==> src/rtl/sbo_pkg.sv <==
package sbo_pkg;

   typedef enum logic [1:0] {
      PRIO_EQUAL = 2'b00,
      PRIO_STACK = 2'b01,
      PRIO_BASE  = 2'b10,
      PRIO_SPARE = 2'b11
   } prio_e;

   localparam int unsigned OFS_MODE     = 0;
   localparam int unsigned OFS_PRIO     = 1;
   localparam int unsigned OFS_REQ_BASE = 2;
   localparam int unsigned OFS_REQ_STK  = 3;
   localparam int unsigned OFS_LOG      = 4;
   localparam int unsigned OFS_OWN      = 5;

endpackage

==> src/rtl/sbo_bank_arb.sv <==
// One bank: ownership, requests, tie-break memory and relinquish tracking.
module sbo_bank_arb
   import sbo_pkg::*;
(
   input  logic  clk,
   input  logic  rst_n,
   input  logic  en,
   input  prio_e prio,
   input  logic  set_req_base,
   input  logic  set_req_stk,
   input  logic  clr_own_base,
   input  logic  clr_own_stk,
   output logic  own_base,
   output logic  own_stk,
   output logic  req_base,
   output logic  req_stk,
   output logic  gnt_base,
   output logic  gnt_stk,
   output logic  rel_to_base,
   output logic  rel_to_stk
);

   logic free;
   logic pick_stk;
   logic last_base_q;
   logic rel_sent_q;

   assign free = !own_base && !own_stk;

   always_comb begin
      case (prio)
         PRIO_STACK: pick_stk = 1'b1;
         PRIO_BASE:  pick_stk = 1'b0;
         default:    pick_stk = last_base_q;
      endcase
   end

   assign gnt_base    = en && free && req_base && (!req_stk || !pick_stk);
   assign gnt_stk     = en && free && req_stk  && (!req_base || pick_stk);
   assign rel_to_base = en && own_base && req_stk  && !rel_sent_q;
   assign rel_to_stk  = en && own_stk  && req_base && !rel_sent_q;

   always_ff @(posedge clk) begin
      if (!rst_n) begin
         own_base    <= 1'b0;
         own_stk     <= 1'b0;
         req_base    <= 1'b0;
         req_stk     <= 1'b0;
         last_base_q <= 1'b0;
         rel_sent_q  <= 1'b0;
      end else begin
         own_base <= (own_base && !clr_own_base) || gnt_base;
         own_stk  <= (own_stk  && !clr_own_stk)  || gnt_stk;
         req_base <= (req_base && !gnt_base) || set_req_base;
         req_stk  <= (req_stk  && !gnt_stk)  || set_req_stk;
         if (gnt_base)
            last_base_q <= 1'b1;
         else if (gnt_stk)
            last_base_q <= 1'b0;
         rel_sent_q <= free ? 1'b0 : (rel_sent_q || rel_to_base || rel_to_stk);
      end
   end

endmodule

==> src/rtl/sbo_irq_log.sv <==
// Sticky cause log: hardware sets, software clears by writing 1.
module sbo_irq_log #(
   parameter int W = 4
) (
   input  logic         clk,
   input  logic         rst_n,
   input  logic [W-1:0] set,
   input  logic [W-1:0] clr,
   output logic [W-1:0] log_q,
   output logic         irq
);

   always_ff @(posedge clk) begin
      if (!rst_n)
         log_q <= '0;
      else
         log_q <= (log_q & ~clr) | set;
   end

   assign irq = |log_q;

endmodule

==> src/rtl/sbo_access_chk.sv <==
// Flags a base-side SRAM access to a bank the base side does not hold.
module sbo_access_chk #(
   parameter int NUM_BANKS = 2,
   parameter int IDX_W     = 1
) (
   input  logic                 acc_vld,
   input  logic [IDX_W-1:0]     acc_bank,
   input  logic                 spin,
   input  logic [NUM_BANKS-1:0] own_base,
   output logic                 invalid
);

   logic held;

   generate
      if ((1 << IDX_W) == NUM_BANKS) begin : g_full_index
         assign held = spin ? own_base[acc_bank] : own_base[0];
      end else begin : g_sparse_index
         logic in_range;
         assign in_range = 32'(acc_bank) < NUM_BANKS;
         always_comb begin
            held = 1'b0;
            for (int b = 0; b < NUM_BANKS; b++)
               if (32'(acc_bank) == b)
                  held = spin ? own_base[b] : own_base[0];
            held = held && in_range;
         end
      end
   endgenerate

   assign invalid = acc_vld && !held;

endmodule

==> src/rtl/sram_bank_owner_arb.sv <==
module sram_bank_owner_arb
   import sbo_pkg::*;
#(
   parameter int NUM_BANKS = 2,
   parameter int ADDR_W    = 3,
   parameter int DATA_W    = 32,
   parameter int IDX_W     = (NUM_BANKS > 1) ? $clog2(NUM_BANKS) : 1
) (
   input  logic              clk,
   input  logic              rst_n,
   input  logic              base_wr_en,
   input  logic [ADDR_W-1:0] base_addr,
   input  logic [DATA_W-1:0] base_wdata,
   output logic [DATA_W-1:0] base_rdata,
   input  logic              stk_wr_en,
   input  logic [ADDR_W-1:0] stk_addr,
   input  logic [DATA_W-1:0] stk_wdata,
   output logic [DATA_W-1:0] stk_rdata,
   input  logic              base_acc_vld,
   input  logic [IDX_W-1:0]  base_acc_bank,
   output logic              base_irq,
   output logic              stk_irq
);

   localparam int BASE_LOG_W = 1 + 2 * NUM_BANKS;
   localparam int STK_LOG_W  = 2 * NUM_BANKS;
   localparam int OWN_W      = 2 * NUM_BANKS;

   localparam logic [ADDR_W-1:0] A_MODE = ADDR_W'(OFS_MODE);
   localparam logic [ADDR_W-1:0] A_PRIO = ADDR_W'(OFS_PRIO);
   localparam logic [ADDR_W-1:0] A_REQB = ADDR_W'(OFS_REQ_BASE);
   localparam logic [ADDR_W-1:0] A_REQS = ADDR_W'(OFS_REQ_STK);
   localparam logic [ADDR_W-1:0] A_LOG  = ADDR_W'(OFS_LOG);
   localparam logic [ADDR_W-1:0] A_OWN  = ADDR_W'(OFS_OWN);

   generate
      if (NUM_BANKS < 1) begin : g_bad_banks
         $error("NUM_BANKS must be at least 1");
      end
      if (ADDR_W < 3) begin : g_bad_addr
         $error("ADDR_W must be at least 3");
      end
      if (DATA_W < BASE_LOG_W || DATA_W < OWN_W || DATA_W < 2) begin : g_bad_data
         $error("DATA_W too narrow for the log and ownership fields");
      end
      if ((1 << IDX_W) < NUM_BANKS) begin : g_bad_idx
         $error("IDX_W cannot address every bank");
      end
   endgenerate

   // ---------------- mode and priority (base side only) ----------------
   logic  spin_q;
   prio_e prio_q;
   logic  base_wr_mode, base_wr_prio;

   assign base_wr_mode = base_wr_en && (base_addr == A_MODE);
   assign base_wr_prio = base_wr_en && (base_addr == A_PRIO);

   always_ff @(posedge clk) begin
      if (!rst_n) begin
         spin_q <= 1'b0;
         prio_q <= PRIO_EQUAL;
      end else begin
         if (base_wr_mode) spin_q <= base_wdata[0];
         if (base_wr_prio) prio_q <= prio_e'(base_wdata[1:0]);
      end
   end

   // ---------------- decoded write strobes ----------------
   logic wr_base_reqb, wr_base_reqs, wr_base_own, wr_base_log;
   logic wr_stk_reqb,  wr_stk_reqs,  wr_stk_own,  wr_stk_log;

   assign wr_base_reqb = base_wr_en && (base_addr == A_REQB);
   assign wr_base_reqs = base_wr_en && (base_addr == A_REQS);
   assign wr_base_own  = base_wr_en && (base_addr == A_OWN);
   assign wr_base_log  = base_wr_en && (base_addr == A_LOG);
   assign wr_stk_reqb  = stk_wr_en  && (stk_addr  == A_REQB);
   assign wr_stk_reqs  = stk_wr_en  && (stk_addr  == A_REQS);
   assign wr_stk_own   = stk_wr_en  && (stk_addr  == A_OWN);
   assign wr_stk_log   = stk_wr_en  && (stk_addr  == A_LOG);

   // ---------------- per-bank slices ----------------
   logic [NUM_BANKS-1:0] own_base_v, own_stk_v, req_base_v, req_stk_v;
   logic [NUM_BANKS-1:0] gnt_base_v, gnt_stk_v, rel_base_v, rel_stk_v;
   logic [OWN_W-1:0]     own_pack;

   generate
      for (genvar b = 0; b < NUM_BANKS; b++) begin : g_bank
         logic set_rb, set_rs, bank_en;
         if (b == 0) begin : g_lead
            // Lead bank: requester swaps sides when handshake mode is active.
            assign bank_en = 1'b1;
            assign set_rb  = spin_q ? (wr_base_reqb && base_wdata[b])
                                    : (wr_stk_reqb  && stk_wdata[0]);
            assign set_rs  = spin_q ? (wr_stk_reqs  && stk_wdata[b])
                                    : (wr_base_reqs && base_wdata[0]);
         end else begin : g_follow
            // Follower banks are only arbitrated in spinlock mode.
            assign bank_en = spin_q;
            assign set_rb  = spin_q && wr_base_reqb && base_wdata[b];
            assign set_rs  = spin_q && wr_stk_reqs  && stk_wdata[b];
         end

         sbo_bank_arb u_arb (
            .clk          (clk),
            .rst_n        (rst_n),
            .en           (bank_en),
            .prio         (prio_q),
            .set_req_base (set_rb),
            .set_req_stk  (set_rs),
            .clr_own_base (wr_base_own && base_wdata[2*b]),
            .clr_own_stk  (wr_stk_own  && stk_wdata[2*b+1]),
            .own_base     (own_base_v[b]),
            .own_stk      (own_stk_v[b]),
            .req_base     (req_base_v[b]),
            .req_stk      (req_stk_v[b]),
            .gnt_base     (gnt_base_v[b]),
            .gnt_stk      (gnt_stk_v[b]),
            .rel_to_base  (rel_base_v[b]),
            .rel_to_stk   (rel_stk_v[b])
         );

         assign own_pack[2*b]   = own_base_v[b];
         assign own_pack[2*b+1] = own_stk_v[b];
      end
   endgenerate

   // ---------------- access check ----------------
   logic base_invalid;

   sbo_access_chk #(
      .NUM_BANKS (NUM_BANKS),
      .IDX_W     (IDX_W)
   ) u_acc (
      .acc_vld  (base_acc_vld),
      .acc_bank (base_acc_bank),
      .spin     (spin_q),
      .own_base (own_base_v),
      .invalid  (base_invalid)
   );

   // ---------------- interrupt logs ----------------
   logic [BASE_LOG_W-1:0] base_log;
   logic [STK_LOG_W-1:0]  stk_log;

   sbo_irq_log #(.W(BASE_LOG_W)) u_base_log (
      .clk   (clk),
      .rst_n (rst_n),
      .set   ({rel_base_v, gnt_base_v, base_invalid}),
      .clr   (wr_base_log ? base_wdata[BASE_LOG_W-1:0] : '0),
      .log_q (base_log),
      .irq   (base_irq)
   );

   sbo_irq_log #(.W(STK_LOG_W)) u_stk_log (
      .clk   (clk),
      .rst_n (rst_n),
      .set   ({rel_stk_v, gnt_stk_v}),
      .clr   (wr_stk_log ? stk_wdata[STK_LOG_W-1:0] : '0),
      .log_q (stk_log),
      .irq   (stk_irq)
   );

   // ---------------- read ports ----------------
   always_comb begin
      base_rdata = '0;
      case (base_addr)
         A_MODE:  base_rdata = DATA_W'(spin_q);
         A_PRIO:  base_rdata = DATA_W'(prio_q);
         A_REQB:  base_rdata = DATA_W'(req_base_v);
         A_REQS:  base_rdata = DATA_W'(req_stk_v);
         A_LOG:   base_rdata = DATA_W'(base_log);
         A_OWN:   base_rdata = DATA_W'(own_pack);
         default: base_rdata = '0;
      endcase
   end

   always_comb begin
      stk_rdata = '0;
      case (stk_addr)
         A_MODE:  stk_rdata = DATA_W'(spin_q);
         A_PRIO:  stk_rdata = DATA_W'(prio_q);
         A_REQB:  stk_rdata = DATA_W'(req_base_v);
         A_REQS:  stk_rdata = DATA_W'(req_stk_v);
         A_LOG:   stk_rdata = DATA_W'(stk_log);
         A_OWN:   stk_rdata = DATA_W'(own_pack);
         default: stk_rdata = '0;
      endcase
   end

endmodule

==> config.mk <==
export PLATFORM = sky130hd
export DESIGN_NAME = sram_bank_owner_arb
export DESIGN_NICKNAME = d
export VERILOG_FILES = /design/src/rtl/sbo_pkg.sv /design/src/rtl/sbo_bank_arb.sv /design/src/rtl/sbo_irq_log.sv /design/src/rtl/sbo_access_chk.sv /design/src/rtl/sram_bank_owner_arb.sv
export SDC_FILE = /design/constraint.sdc
export NUM_CORES = 1
export LEC_CHECK = 0
export BUFFER_PORTS_ARGS = -buffer_cell sky130_fd_sc_hd__buf_4
export CORE_MARGIN = 4
export CORE_UTILIZATION = 42
export CTS_BUF_LIST = sky130_fd_sc_hd__clkbuf_2 sky130_fd_sc_hd__clkbuf_4 sky130_fd_sc_hd__clkbuf_8
export DETAILED_ROUTE_END_ITERATION = 10
export PLACE_DENSITY = 0.8
export SETUP_SLACK_MARGIN = 0.1
export SYNTH_ARGS = -nofsm -noshare
export SYNTH_HDL_FRONTEND = slang
export SYNTH_SLANG_ARGS = --single-unit
==> constraint.sdc <==
create_clock -name clk -period 1.8 [get_ports clk]
set_input_delay 0.18 -clock clk [delete_from_list [all_inputs] [get_ports clk]]
set_output_delay 0.18 -clock clk [all_outputs]
set_load 0.02 [all_outputs]
# --- Word-level counts from Yosys, hierarchy flattened ---
# Cells that the tools add are included.
word_totals:
  regBits: 24
  latch_bits: 0
  ramBits: 0
  romBits: 0
  inputBits: 76
  output_inout_bits: 66
  word_cells: 148
  mem_count: 0
classes:
  add_sub_neg: 0
  mul: 0
  n_div: 0
  n_lt_le_gt_ge: 1
  eq_ne: 12
  shifts: 0
  muxes: 15
  bitwise_logic: 7
  n_reduce_logical: 97
ops:
  columns: ["operator", "n"]
  rows:
  - ["$logic_and 1x1->1", 52]
  - ["$pmux 5 s6", 1]
  - ["$pmux 4 s6", 1]
  - ["$logic_not 1->1", 21]
  - ["$logic_or 1x1->1", 16]
  - ["$eq 3x2->1 const B", 4]
  - ["$eq 3x3->1 const B", 4]
  - ["$mux 1", 9]
  - ["$eq 3x1->1 const B", 2]
  - ["$logic_not 3->1", 2]
  - ["$and 5x5->5", 1]
  - ["$mux 5", 1]
  - ["$not 5->5", 1]
  - ["$or 5x5->5", 1]
  - ["$reduce_or 5->1", 1]
  - ["$and 4x4->4", 1]
  - ["$mux 4", 1]
  - ["$not 4->4", 1]
  - ["$or 4x4->4", 1]
  - ["$pmux 1 s2", 2]
  - ["$reduce_bool 2->1", 2]
  - ["$reduce_or 2->1", 2]
  - ["$reduce_or 4->1", 1]
  - ["$eq 2x1->1 const B", 1]
  - ["other kinds (3)", 3]

# --- Logic depth before layout (Yosys ltp) ---
# Gate-level depths: netlist of the first run.
depth:
  word_depth: 8
  depth_mapped: 5
  ltp_nobuf: 5

# --- Hierarchy ---
# From an unflattened synthesis of the first run, not the netlist that was laid out.
hier_totals:
  cells_unflattened: 235
  area_unflattened_um2: 2031.9
by_module_without_submodules:
  columns: ["mod", "n_inst", "cells_each", "area_per_inst_um2", "seq_area_each_um2"]
  rows:
  - ["sram_bank_owner_arb", 1, 133, 1032.2, 60.1]
  - ["sbo_bank_arb", 2, 34, 327.8, 120.1]
  - ["sbo_irq_log at u_base_log", 1, 18, 181.4, 100.1]
  - ["sbo_irq_log at u_stk_log", 1, 13, 142.6, 80.1]
  - ["sbo_access_chk", 1, 3, 20.0, 0.0]

# --- Worst setup path after synthesis of the first run ---
# No wires, ideal clock.
synth_path:
  kind: "reg-to-reg"
  start: "register prio_q[1]"
  end: "register g_bank[0].u_arb.last_base_q"
  setup_time_ps: 59
  arrival_ps: 1545
  t_required_ps: 1741
  slack_ps: 195
  stages_incl_launch_ff: 6
  n_path_buf: 0
  period_less_slack_ps: 1605
  cell_sequence: "dfxtp_1 > inv_1 > ha_1 > mux2_4 > a2111oi_4 > a31o_1"
synth_via:
  elab_chain_cells: 6
  elab_cells_between_ends: 10
  cone_classes: "2 x eq/ne; 2 x mux; 6 x reduce/logical"
synth_lines:
  columns: ["item", "line_no", "source"]
  rows:
  - ["from (decl)", "sram_bank_owner_arb.sv:53", "prio_e prio_q;"]
  - ["from (signal assigned)", "sram_bank_owner_arb.sv:65", "if (base_wr_prio) prio_q <= prio_e'(base_wdata[1:0]);"]
  - ["$eq 2x2->1 / $eq 2x1->1 (equally long branches)", "sbo_bank_arb.sv:31", "case (prio)"]
  - ["$pmux 1 s2 (*)", "sbo_bank_arb.sv:31", null]
  - ["$logic_not 1->1", "sbo_bank_arb.sv:38", "assign gnt_base = en && free && req_base && (!req_stk || !pick_stk);"]
  - ["$logic_or 1x1->1", "sbo_bank_arb.sv:38", null]
  - ["$logic_and 1x1->1", "sbo_bank_arb.sv:38", null]
  - ["$mux 1 / $reduce_bool 2->1 (equally long branches)", null, null]
  - ["to (signal assigned)", "sbo_bank_arb.sv:49", "last_base_q <= 1'b0;"]
  - ["to (signal assigned)", "sbo_bank_arb.sv:57", "last_base_q <= 1'b1;"]
  - ["to (signal assigned)", "sbo_bank_arb.sv:59", "last_base_q <= 1'b0;"]
  - ["to (decl)", "sbo_bank_arb.sv:25", "logic last_base_q;"]
# Mark *: on every way between the ends. The rest lies on a longest branch, timed or not.
# A chain may end at the register's enable or synchronous reset.

# --- Worst setup path in the final report of the first run ---
layout_path:
  start: "register spin_q (netlist: g_bank[1].bank_en)"
  end: "output base_rdata[0]"
layout_via:
  elab_chain_cells: 1
layout_lines:
  columns: ["item", "line_no", "source"]
  rows:
  - ["from (decl)", "sram_bank_owner_arb.sv:52", "logic spin_q;"]
  - ["from (signal assigned)", "sram_bank_owner_arb.sv:64", "if (base_wr_mode) spin_q <= base_wdata[0];"]
  - ["$pmux 5 s6", "sram_bank_owner_arb.sv:167", "case (base_addr)"]
  - ["to (decl)", "sram_bank_owner_arb.sv:14", "output logic [DATA_W-1:0] base_rdata,"]
# Every way passes these cells.

==> metrics, run 1 <==
power per cell area=617 nW/µm²; drt via density=between 5 and 6; commonest cells after routing, fill and taps aside=conb_1 (55), buf_4 (33), dfxtp_1 (23); TritonRoute pass-1 iters=4; antenna-violating nets left=0; hold_buf cts=0; CP max stage cell=mux4_2; period utilization=89.9%; initial antenna violation count=0; share of cells above drive strength 1=19.8%; largest net degree at the start of global routing=30; commonest non-fill, non-tap cell in the layout=conb_1; Crit Path Category=flip-flop to primary output; RSZ-0062 raised after global routing=false; Critical path buffers and inverters=1; total grt overflow=0; first-pass GRT wire length=6260 µm; Num CTS Buffers=3; Critical Path AT=~1.4 ns; Iter 0 DRT Violations=80; Fin Hold WS=0.159 ns; Critical Path Fanout Max=14; LEAKAGE=a little over 0.9 nW; Vias=1503; Starting Density=43.7%; Worst-Skew Late Latency=0.27 ns; CTS sink count=24; Yosys reg bits=24; Post-CTS Setup Repair Bufs=0; nets@finish=325; Longest Clk Path Bufs=2; Ys Warns=0; Core ar.=4380 µm²; Fin. Hold Viols=0; Synth cell types=between 50 and 60; fmax=approximately 620 MHz; H-Tree Depth=1; VDD IR max=0.333 mV; Post-Syn Area=1920 µm²; number of synthesized flops with an enable pin=0; WL/cell=13.4 µm; status=complete, no violations; post-synth top area cell=dfxtp_1; area delta synth->final=6.99%; CP Launch Type=flip-flop; clock root buffer=clkbuf_8; Worst-path clk slew=around 0.09 ns; Total GRT Usage=14.0%; IO Port Bufs=31; num ports=142; CP peak stage delay=0.47 ns; DRC=0; die area=5710 µm²; gate count after technology mapping=218; Chip Width=between 70 and 80 µm; Yosys top cell area share=25.1%; Setup crit end kind=primary output; post-synthesis sequential area ratio=25.1%; CP Cell Sequence=mux4_2 > nand2_1 > o31ai_1 > buf_4; vias in the first global route=1384; total wire length=~4000 µm; Detailed Place HPWL=3180 µm; final setup TNS=0 ns; clk_skew=0.00628 ns; setup violators final=0; required time of the critical path=1.62 ns; Primary FF master, synth=dfxtp_1; Ant. Diodes=0; CTS tree=built; CP delay by family, top=multiplexers; worst min path class=input port to flip-flop; Die Y=approximately 76 µm; row count=24; GPL Wtd Cong=0.831; post-layout min period=1.62 ns; Max-cap violations=0; largest cells by area after synthesis=dfxtp_1 (25%), buf_4 (22%), mux2i_1 (7.3%), a21boi_0 (4.7%), o21a_1 (3.5%); Synth async-reset ratio=0%; Slew Limit Fails=0; Avg Cell Area, Syn=8.79 µm²
[logic make-up after synthesis]
logic type / share of synthesized area, %
buffers and inverters: 25.7
and+or+nand+nor: 17.4
AOI/OAI and AO/OA: 21.0
other: 0.196
DFF: 25.1
adders and majority gates: 0.653
muxes: 9.86
[where the power goes]
part / switching (W) / internal, W / total [W]
registers: 0.00000728 / 0.000536 / 0.000543
clock network: 0.000188 / 0.000298 / 0.000486
logic: 0.000169 / 0.0000662 / 0.000235
total: 0.000364 / 0.000900 / 0.00126
[synth_stat cells (all sizes together), types with 2 or more instances]
master and n:
a2111oi 2, a21boi 12, a31o 5, and3 2, and3b 3, and4bb 3, buf 59, clkbuf 3
dfxtp 24, inv 7, mux2 2, mux2i 14, nand2 17, nand3 3, nand4 2, nor2 10
nor2b 4, nor4b 2, o21a 9, o21ai 4, o221ai 3, o22ai 2
[sequential cells by signal, indices dropped and copies added, names as in the netlist]
register	count
g_bank.u_arb.req_base	2
prio_q	2
g_bank.bank_en	1
g_bank.u_arb.own_base	2
g_bank.u_arb.req_stk	2
g_bank.u_arb.last_base_q	2
u_stk_log.log_q	4
g_bank.u_arb.own_stk	2
u_base_log.log_q	5
g_bank.u_arb.rel_sent_q	2
[worst register-to-register path, cell delays in order, from the launching register on]
cell and delay [ns]:
dfxtp_1 0.34, inv_1 0.06, ha_4 0.29, mux2_4 0.32
a2111oi_4 0.35, a31o_1 0.15
[final timing paths]
check,startpoint,to,slack (ns),cells past startpoint
max,g_bank[1].bank_en$_SDFFE_PN0P_,base_rdata[0],0.18,4
max reg2reg,prio_q[1]$_SDFFE_PN0P_,g_bank[0].u_arb.own_base$_SDFF_PN0_,0.23,5
min reg2reg,g_bank[1].u_arb.rel_sent_q$_SDFF_PP0_,g_bank[1].u_arb.rel_sent_q$_SDFF_PP0_,0.52,2
min,stk_wdata[0],g_bank[0].u_arb.req_stk$_SDFF_PN0_,0.16,3
[per-stage QoR]
| step | instance area [µm²] | utilization, % | power [W] | setup slack (ns) | instances |
|---|---|---|---|---|---|
| final | 2050 | 46.7 | 0.00126 | 0.182 | 299 |
| after global routing | 2050 | 46.7 | 0.00131 | 0.114 | 299 |
| after CTS | 2050 | 46.7 | 0.00126 | 0.115 | 299 |
| after detailed placement | 1960 | 44.8 | 0.000784 | 0.119 | 295 |
| after global placement | 1960 | 44.8 | 0.000782 | 0.154 | 295 |
| after floorplan | 2120 | - | 0.000819 | 0.195 | 272 |
[layout make-up]
| class | count | area, µm² |
|---|---|---|
| fillers | 437 | 2330 |
| multi-input cells | 179 | 1160 |
| clock buffers | 3 | 41.3 |
| inverters | 7 | 26.3 |
| repair buffers | 33 | 248 |
| well taps | 52 | 65.1 |
| flip-flops and latches | 24 | 482 |
| clock inverters | 1 | 30.0 |
[timing repair]
action / in CTS / in global routing
endpoints found under the setup margin: 2 / 5
resized for setup: 1 / 1
pin swaps: 0 / 1
[per-layer routing]
metal | track usage [%] | routed length, µm
met5 | 0 | 0
met4 | 6.21 | 102
met3 | 2.37 | 240
met2 | 24.1 | 2030
met1 | 17.1 | 1650
(Power assumes the default switching activity.)
==> run 2, diff against run 1 <==
- CORE_UTILIZATION: 42 -> 38
- PLACE_DENSITY: 0.8 -> 0.76
- clock period: 1.8 -> 1.35 ns (I/O delays scaled with it)
==> metrics, run 2 (synthesis gave the netlist of run 1 again) <==
hold_buf cts=0 (unchanged); Core ar.=4820 µm² (+9.9%); min setup slack post-route=-0.259 ns (-0.441 ns); Critical path origin=prio_q[0]$_SDFFE_PN0P_; Reg2Reg Setup Slack=-0.24 ns (-0.47 ns); end of the worst register-to-register path=g_bank[0].u_arb.own_base$_SDFF_PN0_; CP Launch Type=flip-flop; depth of the most critical reg-to-reg path=5 (unchanged); commonest non-fill, non-tap cell in the layout=conb_1; vias in the first global route=1427 (+3.1%); nets@finish=338 (+4.0%); Critical Path AT=1.47 ns (+0.03 ns); design area=2280 µm² (+11%); Iter 0 DRT Violations=59 (-26%); Die Y=79 µm (+4.6%); Util after Layout=47.3% (+0.58 points); H-Tree Depth=1 (unchanged); TritonRoute pass-1 iters=4 (unchanged); Num CTS Buffers=3 (unchanged); max reg flops=5 (unchanged); worst min path class=input port to flip-flop; fmax=~620 MHz; power per cell area=650 nW/µm² (+5.4%); antenna-violating nets left=0 (unchanged); Starting Density=39.8% (-3.9 points); total wire length=4470 µm (+11%); Total GRT Usage=13.2% (-0.80 points); commonest cells after routing, fill and taps aside=conb_1 (55), buf_4 (35), nand2_1 (15); Max-cap violations=0 (unchanged); Slew Limit Fails=0 (unchanged); required time of the critical path=1.22 ns (-0.40 ns); die area=6240 µm² (+9.4%); IO Port Bufs=31 (unchanged); violated checks=negative setup slack; largest net degree at the start of global routing=18 (-40%); setup violators final=18 (+18); share of cells above drive strength 1=32.0% (+12 points); final setup TNS=-2.81 ns (-2.81 ns); first-pass GRT wire length=6670 µm (+6.5%); LEAKAGE=0.974 nW (+7.2%); Worst-Skew Late Latency=0.26 ns (about the same); VDD IR max=0.294 mV (-12%); Reg with most FFs=u_base_log.log_q; Ant. Diodes=0 (unchanged); RSZ-0062 raised after global routing=true; num ports=142 (unchanged); Crit Path Category=flip-flop to primary output; Worst-path clk slew=0.08 ns (about the same); Detailed Place HPWL=3330 µm (+4.9%); RR Startpoint=prio_q[0]$_SDFFE_PN0P_; CP endpoint=base_rdata[0]; period utilization=119%; clk_skew=0.00467 ns (-0.00161 ns); Chip Width=79 µm (+4.6%); GPL Wtd Cong=0.856 (+3.0%); Critical Path Fanout Max=3 (-11); CTS sink count=24 (unchanged); DRC=0 (unchanged); Longest Clk Path Bufs=2 (unchanged); drt via density=4.96 (-1.4%); Fin Hold WS=0.122 ns (-0.0368 ns); initial antenna violation count=0 (unchanged); status=finished, violations left; CTS tree=built; dpl cell area=2050 µm² (+4.3%); area delta synth->final=19.0%; Largest regs=u_base_log.log_q x5, u_stk_log.log_q x4; Vias=1616 (+7.5%); post-layout min period=1.61 ns; row count=25 (+4.2%); total grt overflow=0 (unchanged); clock root buffer=clkbuf_8; WL/cell=13.7 µm (+2.0%); Fin. Hold Viols=0 (unchanged); Setup crit end kind=primary output
## run 2: how the worst min path moves through the flow
stage / slack (ns) / depth (start not counted) / from / to
after CTS: 0.12 / 3 / stk_wdata[0] / g_bank[0].u_arb.req_stk$_SDFF_PN0_
after global routing: 0.14 / 3 / stk_wdata[0] / g_bank[0].u_arb.req_stk$_SDFF_PN0_
after floorplan: 0.27 / 2 / stk_wdata[1] / g_bank[1].u_arb.req_stk$_SDFF_PN0_
final: 0.12 / 3 / stk_wdata[0] / g_bank[0].u_arb.req_stk$_SDFF_PN0_
after global placement: 0.40 / 3 / stk_wdata[0] / g_bank[0].u_arb.req_stk$_SDFF_PN0_
after detailed placement: 0.40 / 3 / stk_wdata[0] / g_bank[0].u_arb.req_stk$_SDFF_PN0_
## run 2: layout make-up
class / count / area (µm²)
timing repair buffer: 46 / 387
clock buffer: 3 / 41.3
fill: 461 / 2540
inverter: 7 / 26.3
tap: 67 / 83.8
multi-input combinational: 179 / 1240
sequential: 24 / 500
## run 2: timing repair
action | in CTS | in global routing
buffers inserted | 2 | 6
endpoints found under the hold margin | 0 | 0
pin swaps | 7 | 5
resized for setup | 25 | 17
setup endpoints to repair | 23 | 20
## run 2: report_power, final
group | switching (W) | internal, W | total (W)
logic | 0.000239 | 0.000105 | 0.000344
registers | 0.00000904 | 0.000709 | 0.000718
clock network | 0.000221 | 0.000199 | 0.000420
## run 2: metrics by stage
stage / total power, W / std cells / setup WS (ns)
2_1_floorplan: 0.00109 / 272 / -0.108
3_3_place_gp: 0.00106 / 317 / -0.109
3_5_place_dp: 0.00106 / 317 / -0.153
4_1_cts: 0.00148 / 322 / -0.248
5_1_grt: 0.00154 / 326 / -0.310
6_report: 0.00148 / 326 / -0.259
## run 2: routing by layer
layer | share of wire, % | up-vias | track usage (%) | wire length (µm)
met2 | 55 | 82 | 24.2 | 2440
met1 | 37 | 766 | 15.9 | 1680
met4 | 0.85 | 0 | 3.78 | 38
met3 | 7.0 | 10 | 1.81 | 315
li1 | - | 758 | - | -
met5 | 0 | - | 0 | 0
## run 2: worst max-delay path, cell delays in order (launching register included)
cell and delay [ns]:
dfxtp_2 0.34, buf_6 0.12, mux4_2 0.45, nand2_2 0.10, o31ai_4 0.07, buf_6 0.13
==> run 3, diff against run 2 <==
- BUFFER_PORTS_ARGS: -buffer_cell sky130_fd_sc_hd__buf_4 -> default
- CORE_UTILIZATION: 38 -> 50
- DONT_BUFFER_PORTS: default -> 1
- PLACE_DENSITY: 0.76 -> 0.65
==> metrics, run 3 (synthesis gave the netlist of run 1 again) <==
status=finished, violations left; violated checks=negative setup slack; share of cells above drive strength 1=22.8% (-9.2 points); TritonRoute pass-1 iters=4 (unchanged); clock root buffer=clkbuf_8; CTS sink count=24 (unchanged); setup violators final=17 (-1); HP Start=rst_n; VDD IR max=0.452 mV (+54%); CP Cell Sequence=buf_6 > mux4_2 > nand2_1 > o31ai_1 > buf_4; hold path depth=1 (-2); Longest Clk Path Bufs=2 (unchanged); Detailed Place HPWL=3080 µm (-7.5%); Num CTS Buffers=3 (unchanged); num ports=142 (unchanged); clk_skew=0.00102 ns (-0.00365 ns); Slew headroom=61.5%; fmax=630 MHz (+1.3%); RR Startpoint=prio_q[1]$_SDFFE_PN0P_; area delta synth->final=6.73%; Critical Path Fanout Max=3 (unchanged); largest net degree at the start of global routing=17 (-1); DRC=0 (unchanged); Reg with most FFs=u_base_log.log_q; Largest regs=u_base_log.log_q x5, u_stk_log.log_q x4; LEAKAGE=0.835 nW (-14%); min setup slack post-route=-0.238 ns (+0.0208 ns); Total GRT Usage=16.2% (+3.0 points); Reg2Reg Setup Slack=-0.23 ns (about the same); Chip Width=69.9 µm (-12%); row count=22 (-12%); Worst Tran Pin Value=0.575 ns; period utilization=118% (-1.5 points); Worst-Skew Late Latency=0.27 ns (about the same); vias in the first global route=1362 (-4.6%); Critical Path AT=1.45 ns (-0.02 ns); max reg flops=5 (unchanged); Setup crit end kind=primary output; # fillers=352 (-24%); Core ar.=3690 µm² (-23%); Die Y=69.9 µm (-12%); CP delay by family, top=multiplexers; Critical path buffers and inverters=2 (unchanged); commonest non-fill, non-tap cell in the layout=conb_1; worst min path class=input port to flip-flop; post-layout min period=1.59 ns (-0.0208 ns); total wire length=4190 µm (-6.2%); Fin Hold WS=0.00582 ns (-0.116 ns); IO Port Bufs=0 (-100%); power per cell area=719 nW/µm² (+11%); required time of the critical path=1.22 ns (about the same); H-Tree Depth=1 (unchanged); CTS tree=built; Min-Delay Endpoint=u_base_log.log_q[1]$_SDFF_PN0_; Ant. Diodes=0 (unchanged); nets@finish=310 (-8.3%); initial antenna violation count=0 (unchanged); end of the worst register-to-register path=g_bank[1].u_arb.last_base_q$_SDFFE_PN0P_; Vias=1435 (-11%); CP max stage cell=mux4_2; die area=4890 µm² (-22%); Crit Path Category=flip-flop to primary output; Worst-path clk slew=0.09 ns (about the same); RSZ-0062 raised after global routing=true; antenna-violating nets left=0 (unchanged); CP Launch Type=flip-flop; Max-cap violations=0 (unchanged); total grt overflow=0 (unchanged); depth of the most critical reg-to-reg path=6 (+1); WL/cell=15.0 µm (+9.2%); Slew Limit Fails=0 (unchanged); drt via density=5.13 (+3.4%); commonest cells after routing, fill and taps aside=conb_1 (55), nand2_1 (17), dfxtp_1 (16); Iter 0 DRT Violations=59 (unchanged); first-pass GRT wire length=6490 µm (-2.6%); Util after Layout=55.4% (+8.1 points); Starting Density=51.9% (+12 points); GPL Wtd Cong=0.838 (-2.1%); CP peak stage delay=0.44 ns (about the same); Fin. Hold Viols=0 (unchanged)
run 3: changes by cell type in the layout (fill, tap and decap cells not counted), moves of 2 or more:
cell           previous run  this run
nand2_1                  15        17
dfxtp_1                  14        16
buf_6                    11         5
mux2i_2                   2         0
nor2_2                    0         4
buf_4                    35        11
nand2_2                   2         0
nor2_1                   10         6
dlygate4sd3_1             0         2
run 3: power breakdown:
part,switching (W),internal (W),total (W),leakage (nW)
registers,0.00000909,0.000710,0.000720,0.198
clock network,0.000236,0.000261,0.000497,0.0288
logic,0.000189,0.0000645,0.000254,0.608
total,0.000434,0.00104,0.00147,0.835
run 3: per-layer routing:
metal	global-route usage, %	vias up	part of all wire (%)
met3	2.45	7	6.8
met2	28.8	55	50
met4	5.11	0	1.2
met1	19.8	679	42
li1	-	694	-
met5	0	-	0
run 3: area by class of cell:
cell class | instances | area, µm² | area share (%)
Timing Repair Buffer | 18 | 159 | 7.77
Multi-Input combinational cell | 179 | 1250 | 61.1
Sequential cell | 24 | 495 | 24.2
Inverter | 7 | 26.3 | 1.29
Tap cell | 48 | 60.1 | 2.94
Clock buffer | 4 | 55.1 | 2.69
run 3: how the worst max path moves through the flow:
stage | start | cells past startpoint | to
CTS | prio_q[0]$_SDFFE_PN0P_ | 5 | base_rdata[0]
global route | prio_q[0]$_SDFFE_PN0P_ | 5 | g_bank[1].u_arb.last_base_q$_SDFFE_PN0P_
global placement | prio_q[1]$_SDFFE_PN0P_ | 5 | g_bank[1].u_arb.req_base$_SDFF_PN0_
detailed placement | prio_q[1]$_SDFFE_PN0P_ | 5 | g_bank[0].u_arb.last_base_q$_SDFFE_PN0P_
floorplan | prio_q[1]$_SDFFE_PN0P_ | 5 | g_bank[0].u_arb.last_base_q$_SDFFE_PN0P_
finish | prio_q[0]$_SDFFE_PN0P_ | 5 | base_rdata[0]
run 3: metrics by stage:
step	setup slack [ns]	power, W	setup TNS [ns]	instances	cell area [µm²]
floorplan	-0.108	0.00109	-0.377	272	2130
CTS	-0.247	0.00148	-2.16	279	2000
global placement	-0.141	0.000963	-1.21	270	1820
global route	-0.274	0.00152	-3.24	280	2040
finish	-0.238	0.00147	-2.24	280	2040
detailed placement	-0.157	0.000964	-1.37	270	1820
run 3: what timing repair did:
action | CTS | global route
hold buffers | 2 | 0
pin swaps | 8 | 3
gates cloned | 0 | 0
endpoints found under the setup margin | 23 | 23
buffers inserted | 3 | 1
hold endpoints to repair | 15 | 0
gates resized for setup | 26 | 8
run 3: worst reg2reg max path, cell delays in order, from the launching register on:
cell	delay (ns)
dfxtp_2	0.34
inv_2	0.04
ha_4	0.22
buf_6	0.12
mux2i_4	0.19
o2111a_2	0.32
o31a_1	0.24
